`config.mk`:
```
export PLATFORM = sky130hd
export DESIGN_NAME = pwr_switch_seq
export DESIGN_NICKNAME = d
export VERILOG_FILES = /design/src/rtl/pwr_seq_pkg.sv /design/src/rtl/pwr_wait_ctr.sv /design/src/rtl/pwr_dom_slice.sv /design/src/rtl/pwr_switch_seq.sv
export SDC_FILE = /design/constraint.sdc
export NUM_CORES = 1
export LEC_CHECK = 0
export CAP_MARGIN = 5
export CORE_UTILIZATION = 35
export DETAILED_ROUTE_END_ITERATION = 10
export PLACE_DENSITY = 0.63
export SETUP_SLACK_MARGIN = 0.2
export SYNTH_ARGS = -nofsm -noshare
export SYNTH_HDL_FRONTEND = slang
export SYNTH_SLANG_ARGS = --single-unit
```
`constraint.sdc`:
```
create_clock -name clk -period 3 [get_ports clk]
set_input_delay 0.3 -clock clk [delete_from_list [all_inputs] [get_ports clk]]
set_output_delay 0.3 -clock clk [all_outputs]
set_load 0.005 [all_outputs]
```
`src/rtl/pwr_seq_pkg.sv`:
```
package pwr_seq_pkg;

  typedef enum logic [3:0] {
    ST_IDLE,
    ST_SCAN,
    ST_TOP,
    ST_WMEM,
    ST_WGATE,
    ST_WCLK,
    ST_ISOCLR,
    ST_RSTREL,
    ST_CLKON,
    ST_FIN
  } seq_state_e;

  // One field write per step; val is the value written (1 = sleep/down/iso/reset/enable)
  typedef struct packed {
    logic sleep_wr;
    logic mem_wr;
    logic iso_wr;
    logic rst_wr;
    logic clk_wr;
    logic val;
  } dom_op_t;

endpackage

```
`src/rtl/pwr_wait_ctr.sv`:
```
module pwr_wait_ctr #(
  parameter int CW = 8
) (
  input  logic          clk,
  input  logic          rst_n,
  input  logic          load,
  input  logic [CW-1:0] load_val,
  output logic          zero
);

  logic [CW-1:0] cnt_q, cnt_d;
  logic          cnt_en;

  always_comb begin
    cnt_en = load | (cnt_q != '0);
    cnt_d  = load ? load_val : cnt_q - 1'b1;
  end

  always_ff @(posedge clk or negedge rst_n) begin
    if (!rst_n)      cnt_q <= '0;
    else if (cnt_en) cnt_q <= cnt_d;
  end

  assign zero = (cnt_q == '0);

  AST_CNT_HOLDS_ZERO: assert property (@(posedge clk) disable iff (!rst_n)
    (zero && !load) |=> zero);

endmodule

```
`src/rtl/pwr_dom_slice.sv`:
```
module pwr_dom_slice
  import pwr_seq_pkg::*;
#(
  parameter int MEM_W   = 4,
  parameter bit HAS_TOP = 1'b1,
  parameter bit HAS_CLK = 1'b1,
  parameter bit BOOT_ON = 1'b0
) (
  input  logic             clk,
  input  logic             rst_n,
  input  logic             sel,
  input  dom_op_t          op,
  output logic             sleep_o,
  output logic             iso_o,
  output logic             rst_o,
  output logic             clk_en_o,
  output logic             off_o,
  output logic [MEM_W-1:0] mem_o
);

  localparam bit         RST_TOP = HAS_TOP & ~BOOT_ON;
  localparam bit         RST_CLK = HAS_CLK & BOOT_ON;
  localparam [MEM_W-1:0] RST_MEM = {MEM_W{~BOOT_ON}};

  logic sleep_q, iso_q, rst_q, clk_q;
  logic [MEM_W-1:0] mem_q;
  logic sleep_en, iso_en, rst_en, clk_en, mem_en;

  // Clock enables per field
  always_comb begin
    sleep_en = sel & op.sleep_wr & HAS_TOP;
    iso_en   = sel & op.iso_wr   & HAS_TOP;
    mem_en   = sel & op.mem_wr;
    rst_en   = sel & op.rst_wr;
    clk_en   = sel & op.clk_wr   & HAS_CLK;
  end

  always_ff @(posedge clk or negedge rst_n) begin
    if (!rst_n) begin
      sleep_q <= RST_TOP;
      iso_q   <= RST_TOP;
      mem_q   <= RST_MEM;
      rst_q   <= 1'b0;
      clk_q   <= RST_CLK;
    end else begin
      if (sleep_en) sleep_q <= op.val;
      if (iso_en)   iso_q   <= op.val;
      if (mem_en)   mem_q   <= {MEM_W{op.val}};
      if (rst_en)   rst_q   <= op.val;
      if (clk_en)   clk_q   <= op.val;
    end
  end

  assign sleep_o  = sleep_q;
  assign iso_o    = iso_q;
  assign rst_o    = rst_q;
  assign clk_en_o = clk_q;
  assign mem_o    = mem_q;
  assign off_o    = HAS_TOP ? sleep_q : (&mem_q);

endmodule

```
`src/rtl/pwr_switch_seq.sv`:
```
module pwr_switch_seq
  import pwr_seq_pkg::*;
#(
  parameter int               N_DOM      = 3,
  parameter int               MEM_W      = 4,
  parameter int               CYC_PER_US = 200,
  parameter int               SHORT_US   = 20,
  parameter int               LONG_US    = 20000,
  parameter logic [N_DOM-1:0] HAS_TOP    = 3'b011,
  parameter logic [N_DOM-1:0] HAS_CLK    = 3'b001,
  parameter logic [N_DOM-1:0] BOOT_ON    = 3'b001,
  localparam int              DOM_W      = (N_DOM > 1) ? $clog2(N_DOM) : 1
) (
  input  logic                   clk,
  input  logic                   rst_n,
  input  logic                   req_i,
  input  logic [DOM_W-1:0]       req_dom_i,
  input  logic                   req_on_i,
  input  logic                   shutdown_i,
  output logic                   busy_o,
  output logic [N_DOM-1:0]       off_o,
  output logic [N_DOM-1:0]       sleep_o,
  output logic [N_DOM-1:0]       iso_o,
  output logic [N_DOM*MEM_W-1:0] mem_pd_o,
  output logic [N_DOM-1:0]       rst_o,
  output logic [N_DOM-1:0]       clk_en_o
);

  localparam int IDX_W     = $clog2(N_DOM + 1);
  localparam int SHORT_CYC = SHORT_US * CYC_PER_US;
  localparam int LONG_CYC  = LONG_US * CYC_PER_US;
  localparam int MAX_CYC   = (LONG_CYC > SHORT_CYC) ? LONG_CYC : SHORT_CYC;
  localparam int CW        = $clog2(MAX_CYC + 1);

  // Reset: asserted asynchronously, released through two flops
  logic rs_meta_q, rs_n;

  always_ff @(posedge clk or negedge rst_n) begin
    if (!rst_n) begin
      rs_meta_q <= 1'b0;
      rs_n      <= 1'b0;
    end else begin
      rs_meta_q <= 1'b1;
      rs_n      <= rs_meta_q;
    end
  end

  seq_state_e       state_q, state_d;
  logic [DOM_W-1:0] dom_q, dom_d;
  logic             on_q, on_d;
  logic             sd_q, sd_d;
  logic [IDX_W-1:0] idx_q, idx_d;
  dom_op_t          op;
  logic             ld;
  logic [CW-1:0]    ld_val;
  logic             wait_done;
  logic [N_DOM-1:0] off_w;
  logic             req_ok, req_same;

  pwr_wait_ctr #(.CW(CW)) u_wait (
    .clk      (clk),
    .rst_n    (rs_n),
    .load     (ld),
    .load_val (ld_val),
    .zero     (wait_done)
  );

  always_comb begin
    req_ok   = req_i && (32'(req_dom_i) < N_DOM);
    req_same = req_on_i ? ~off_w[req_dom_i] : (off_w[req_dom_i] | BOOT_ON[req_dom_i]);
  end

  // Next-state logic
  always_comb begin
    state_d = state_q;
    dom_d   = dom_q;
    on_d    = on_q;
    sd_d    = sd_q;
    idx_d   = idx_q;
    op      = '0;
    ld      = 1'b0;
    ld_val  = CW'(SHORT_CYC - 1);
    case (state_q)
      ST_IDLE: begin
        if (shutdown_i) begin
          sd_d    = 1'b1;
          idx_d   = '0;
          state_d = ST_SCAN;
        end else if (req_ok) begin
          dom_d   = req_dom_i;
          on_d    = req_on_i;
          state_d = req_same ? ST_FIN : ST_TOP;
        end
      end
      ST_SCAN: begin
        if (idx_q == IDX_W'(N_DOM)) begin
          sd_d    = 1'b0;
          state_d = ST_IDLE;
        end else if (HAS_TOP[idx_q] && !off_w[idx_q]) begin
          dom_d   = DOM_W'(idx_q);
          on_d    = 1'b0;
          state_d = ST_TOP;
        end else begin
          idx_d = idx_q + 1'b1;
        end
      end
      ST_TOP: begin
        op.sleep_wr = 1'b1;
        op.val      = ~on_q;
        ld          = 1'b1;
        state_d     = ST_WMEM;
      end
      ST_WMEM: begin
        if (wait_done) begin
          op.mem_wr = 1'b1;
          op.val    = ~on_q;
          ld        = 1'b1;
          state_d   = ST_WGATE;
        end
      end
      ST_WGATE: begin
        if (wait_done) begin
          if (on_q) begin
            op.rst_wr = 1'b1;
            op.val    = 1'b1;
            state_d   = ST_ISOCLR;
          end else begin
            op.iso_wr = 1'b1;
            op.val    = 1'b1;
            if (HAS_CLK[dom_q]) begin
              ld      = 1'b1;
              ld_val  = CW'(LONG_CYC - 1);
              state_d = ST_WCLK;
            end else begin
              state_d = ST_FIN;
            end
          end
        end
      end
      ST_WCLK: begin
        if (wait_done) begin
          op.clk_wr = 1'b1;
          op.val    = 1'b0;
          state_d   = ST_FIN;
        end
      end
      ST_ISOCLR: begin
        op.iso_wr = 1'b1;
        op.val    = 1'b0;
        state_d   = ST_RSTREL;
      end
      ST_RSTREL: begin
        op.rst_wr = 1'b1;
        op.val    = 1'b0;
        state_d   = ST_CLKON;
      end
      ST_CLKON: begin
        op.clk_wr = 1'b1;
        op.val    = 1'b1;
        state_d   = ST_FIN;
      end
      ST_FIN: begin
        if (sd_q) begin
          idx_d   = idx_q + 1'b1;
          state_d = ST_SCAN;
        end else begin
          state_d = ST_IDLE;
        end
      end
      default: state_d = ST_IDLE;
    endcase
  end

  always_ff @(posedge clk or negedge rs_n) begin
    if (!rs_n) begin
      state_q <= ST_IDLE;
      dom_q   <= '0;
      on_q    <= 1'b0;
      sd_q    <= 1'b0;
      idx_q   <= '0;
    end else begin
      state_q <= state_d;
      dom_q   <= dom_d;
      on_q    <= on_d;
      sd_q    <= sd_d;
      idx_q   <= idx_d;
    end
  end

  assign busy_o = (state_q != ST_IDLE);
  assign off_o  = off_w;

  for (genvar d = 0; d < N_DOM; d++) begin : g_dom
    pwr_dom_slice #(
      .MEM_W   (MEM_W),
      .HAS_TOP (HAS_TOP[d]),
      .HAS_CLK (HAS_CLK[d]),
      .BOOT_ON (BOOT_ON[d])
    ) u_slice (
      .clk      (clk),
      .rst_n    (rs_n),
      .sel      (dom_q == DOM_W'(d)),
      .op       (op),
      .sleep_o  (sleep_o[d]),
      .iso_o    (iso_o[d]),
      .rst_o    (rst_o[d]),
      .clk_en_o (clk_en_o[d]),
      .off_o    (off_w[d]),
      .mem_o    (mem_pd_o[d*MEM_W +: MEM_W])
    );

    AST_ISO_AFTER_MEM: assert property (@(posedge clk) disable iff (!rs_n)
      $rose(iso_o[d]) |-> (sleep_o[d] && (&mem_pd_o[d*MEM_W +: MEM_W])));

    AST_ISO_REL_IN_RST: assert property (@(posedge clk) disable iff (!rs_n)
      $fell(iso_o[d]) |-> rst_o[d]);

    AST_CLK_ON_CLEAN: assert property (@(posedge clk) disable iff (!rs_n)
      $rose(clk_en_o[d]) |-> (!iso_o[d] && !rst_o[d] && !sleep_o[d]));
  end

  AST_IDLE_QUIET: assert property (@(posedge clk) disable iff (!rs_n)
    !busy_o |=> ($stable(sleep_o) && $stable(iso_o) && $stable(mem_pd_o)
                 && $stable(rst_o) && $stable(clk_en_o)));

endmodule

```
==> metrics.yaml <==
run_status:
  outcome: "finished with violations"
  failed_checks: "DRC"
die:
  dieWidth_um: 91.27
  ioPinCount: 35
  rows: 32
  initial_utilization: 0.3609
  dieArea_um2: 8329
  core_area_um2: 7727
  die_h_um: 91.27
clocking:
  clk_pin_slew_worst_paths_ns: 0.09
  cts_buffers: 5
  clock_path_buffers: 2
  clock-root-buffer: "clkbuf_8"
  cts_setup_buffers: 0
  cts_sinks: 45
  insertion_delay_ns: 0.31
  htree_levels: 2
  tritoncts: "built"
min_path:
  min_path_type: "in2async"
synthesis:
  synth_edf_count: 0
  synthFlopType: "dfrtp_1"
  synth-async-reset-ratio: 1.000
  ys_ff_latch: 45
  synth.avg_cell_area_um2: 9.084
  synthCells: 307
  ys_seq_area_frac: 0.4060
  synth.distinct_cells: 61
  syn_area_um2: 2789
  yosys_warnings: 0
timing:
  fin_skew_ns: 0.008215
  worst_pin_slew_ns: 0.9445
  finalSetupViolations: 0
  final_max_slew_viol_count: 0
  finalSetupTns_ns: 0
  hold_violations: 0
  fin_crit_sh: 0.8919
  clock.fmax_ghz: 0.3737
  maxSlewHeadroom: 0.3703
  post-route-min-period_ns: 2.676
  rsz0062_at_grt: "no"
route:
  antenna_left: 0
  vias: 2252
  drc: 1
  drt_iter0_markers: 141
  drt_wl_total_um: 6113
  wire_per_inst_um: 14.62
  dr.pass1.iters: 7
  vias_per_cell: 5.388
job:
  drv_cap: 0
power:
  ir_drop_mv: 0.1903
  total_power_mw: 1.149
  power.density_nw_per_um2: 365.1
  leakage_nw: 1.247
place:
  dpl.cell_count: 410
  dpl.hpwl_um: 4467
  io_buffers: 30
  place_congestion: 0.8177
finish:
  finish.utilization: 0.4074
  fin_cells: 418
  fillers: 758
  final_cell_mix: "dfrtp_1 (39), nor2_1 (31), clkdlybuf4s50_1 (30)"
  register_area_um2: 1134
  antennaDiodeCount: 0
  layout-drive-gt1-share: 0.1234
  num-nets-final: 324
  synthToLayoutAreaGrowth_pct: 12.88
  multi_input_area_um2: 1388
  mostFrequentLayoutCell: "dfrtp_1"
worst_setup_path:
  path_class: "reg2reg"
  critPathMaxFanout: 8
  endpoint_kind: "flip-flop"
  rrSetupSlack_ns: 0.32
  cp.required_ns: 3.20
  worstPathArrival_ns: 2.88
  crit_path_start_kind: "flip-flop"
grt:
  first_global_vias: 2107
  grt-ovfl-total: 0
  grt_usage: 0.1596
  antenna_found_initial: 0
  grt_max_degree: 44
  grt_pass1_wl_um: 10620
-- power by group --
group          leakage, nW  switching, mW  internal (mW)
clock               0.0574          0.217          0.271
combinational        0.652         0.0172         0.0187
sequential           0.537         0.0150          0.610
-- flip-flops by register name (all words and copies together), names as in the netlist, 2 cells and up --
register / count
state_q: 4
g_dom.u_slice.iso_o: 2
u_wait.cnt_q: 22
g_dom.u_slice.rst_o: 3
idx_q: 2
dom_q: 2
g_dom.u_slice.mem_o: 3
g_dom.u_slice.off_o: 2
-- routing by layer --
| layer | wire [µm] | track usage | vias to the layer above | share of wire |
|---|---|---|---|---|
| met4 | 94 | 0.05952 | 0 | 0.015 |
| li1 | - | - | 1110 | - |
| met1 | 2952 | 0.2241 | 1102 | 0.48 |
| met3 | 176 | 0.02596 | 7 | 0.029 |
| met2 | 2890 | 0.2462 | 33 | 0.47 |
| met5 | 0 | 0 | - | 0 |
-- final timing paths --
kind | start | to | cells after the start
max | u_wait.cnt_q[18] | g_dom[0].u_slice.mem_o[0] | 5
min | rst_n | rs_meta_q | 1
max reg2reg | u_wait.cnt_q[18] | g_dom[0].u_slice.mem_o[0] | 5
min reg2reg | rs_meta_q | rs_n | 0
max in group asynchronous | rs_n | u_wait.cnt_q[5] | 0
min in group clk | rs_meta_q | rs_n | 0
-- cells by family (layout without fill, tap and decap cells) --
kind of cell	after synthesis	after routing	synth area share
AND/OR/NAND/NOR	111	111	0.2149
AO/OA/AOI/OAI	75	75	0.1799
buffers and inverters	48	54	0.1018
flip-flops	45	45	0.4060
XOR/XNOR	12	12	0.03768
multiplexers	12	12	0.04800
adder cells (fa/ha/maj)	2	2	0.008971
other	2	5	0.002693
-- repair_timing --
| action | 4_1_cts | 5_1_grt |
|---|---|---|
| gates resized for setup | 0 | 1 |
| endpoints found under the setup margin | 0 | 2 |
| hold buffers | 0 | 0 |
-- cells in the mapped netlist, types with 2 or more instances --
library cell / number / area share
dfrtp_1: 40 / 0.36
a41oi_1: 2 / 0.0063
dfstp_2: 5 / 0.047
a31oi_1: 6 / 0.013
nor2_1: 31 / 0.042
or3_1: 4 / 0.0090
a211oi_1: 2 / 0.0054
o211ai_1: 5 / 0.013
o22ai_1: 2 / 0.0045
o31a_1: 2 / 0.0063
o41ai_1: 2 / 0.0063
o31ai_1: 4 / 0.011
nand2b_1: 10 / 0.022
nand2_1: 12 / 0.016
and3_1: 2 / 0.0045
o21ai_0: 19 / 0.034
nand4_1: 3 / 0.0067
nor3_1: 12 / 0.022
inv_1: 11 / 0.015
mux2_2: 11 / 0.044
conb_1: 2 / 0.0027
buf_4: 25 / 0.067
o2bb2ai_1: 2 / 0.0063
a21oi_1: 14 / 0.025
clkbuf_1: 8 / 0.011
nand3_1: 5 / 0.0090
a221oi_1: 2 / 0.0063
or2_2: 3 / 0.0067
ha_1: 2 / 0.0090
nor2b_1: 4 / 0.0090
nor4_1: 10 / 0.022
or4_1: 6 / 0.016
xor2_1: 7 / 0.022
xnor2_1: 5 / 0.016
-- stage by stage --
stage / instance area [µm²] / hold slack [ns] / setup WS, ns
floorplan: 2800 / 0.004409 / 0.4828
global placement: 3024 / 0.3374 / 0.3413
detailed placement: 3024 / 0.3395 / 0.3059
CTS: 3144 / 0.1373 / 0.2976
global route: 3148 / 0.1442 / 0.2167
finish: 3148 / 0.1453 / 0.3244
-- worst max-delay path, cell delays in order, from the launching register on --
cell     delay, ns
dfrtp_1       0.41
or4_1         0.61
or4_1         0.66
or3_4         0.44
nor2_1        0.11
mux2_2        0.33
-- final cells by class --
type	instances	share of cell area
inverter	11	0.01312
multi-input combinational	217	0.4408
tap	102	0.04054
sequential	45	0.3601
clock buffer	6	0.02623
timing repair buffer	35	0.1073
clock inverter	2	0.01192
No activity file was read; power rests on OpenSTA's default activity.
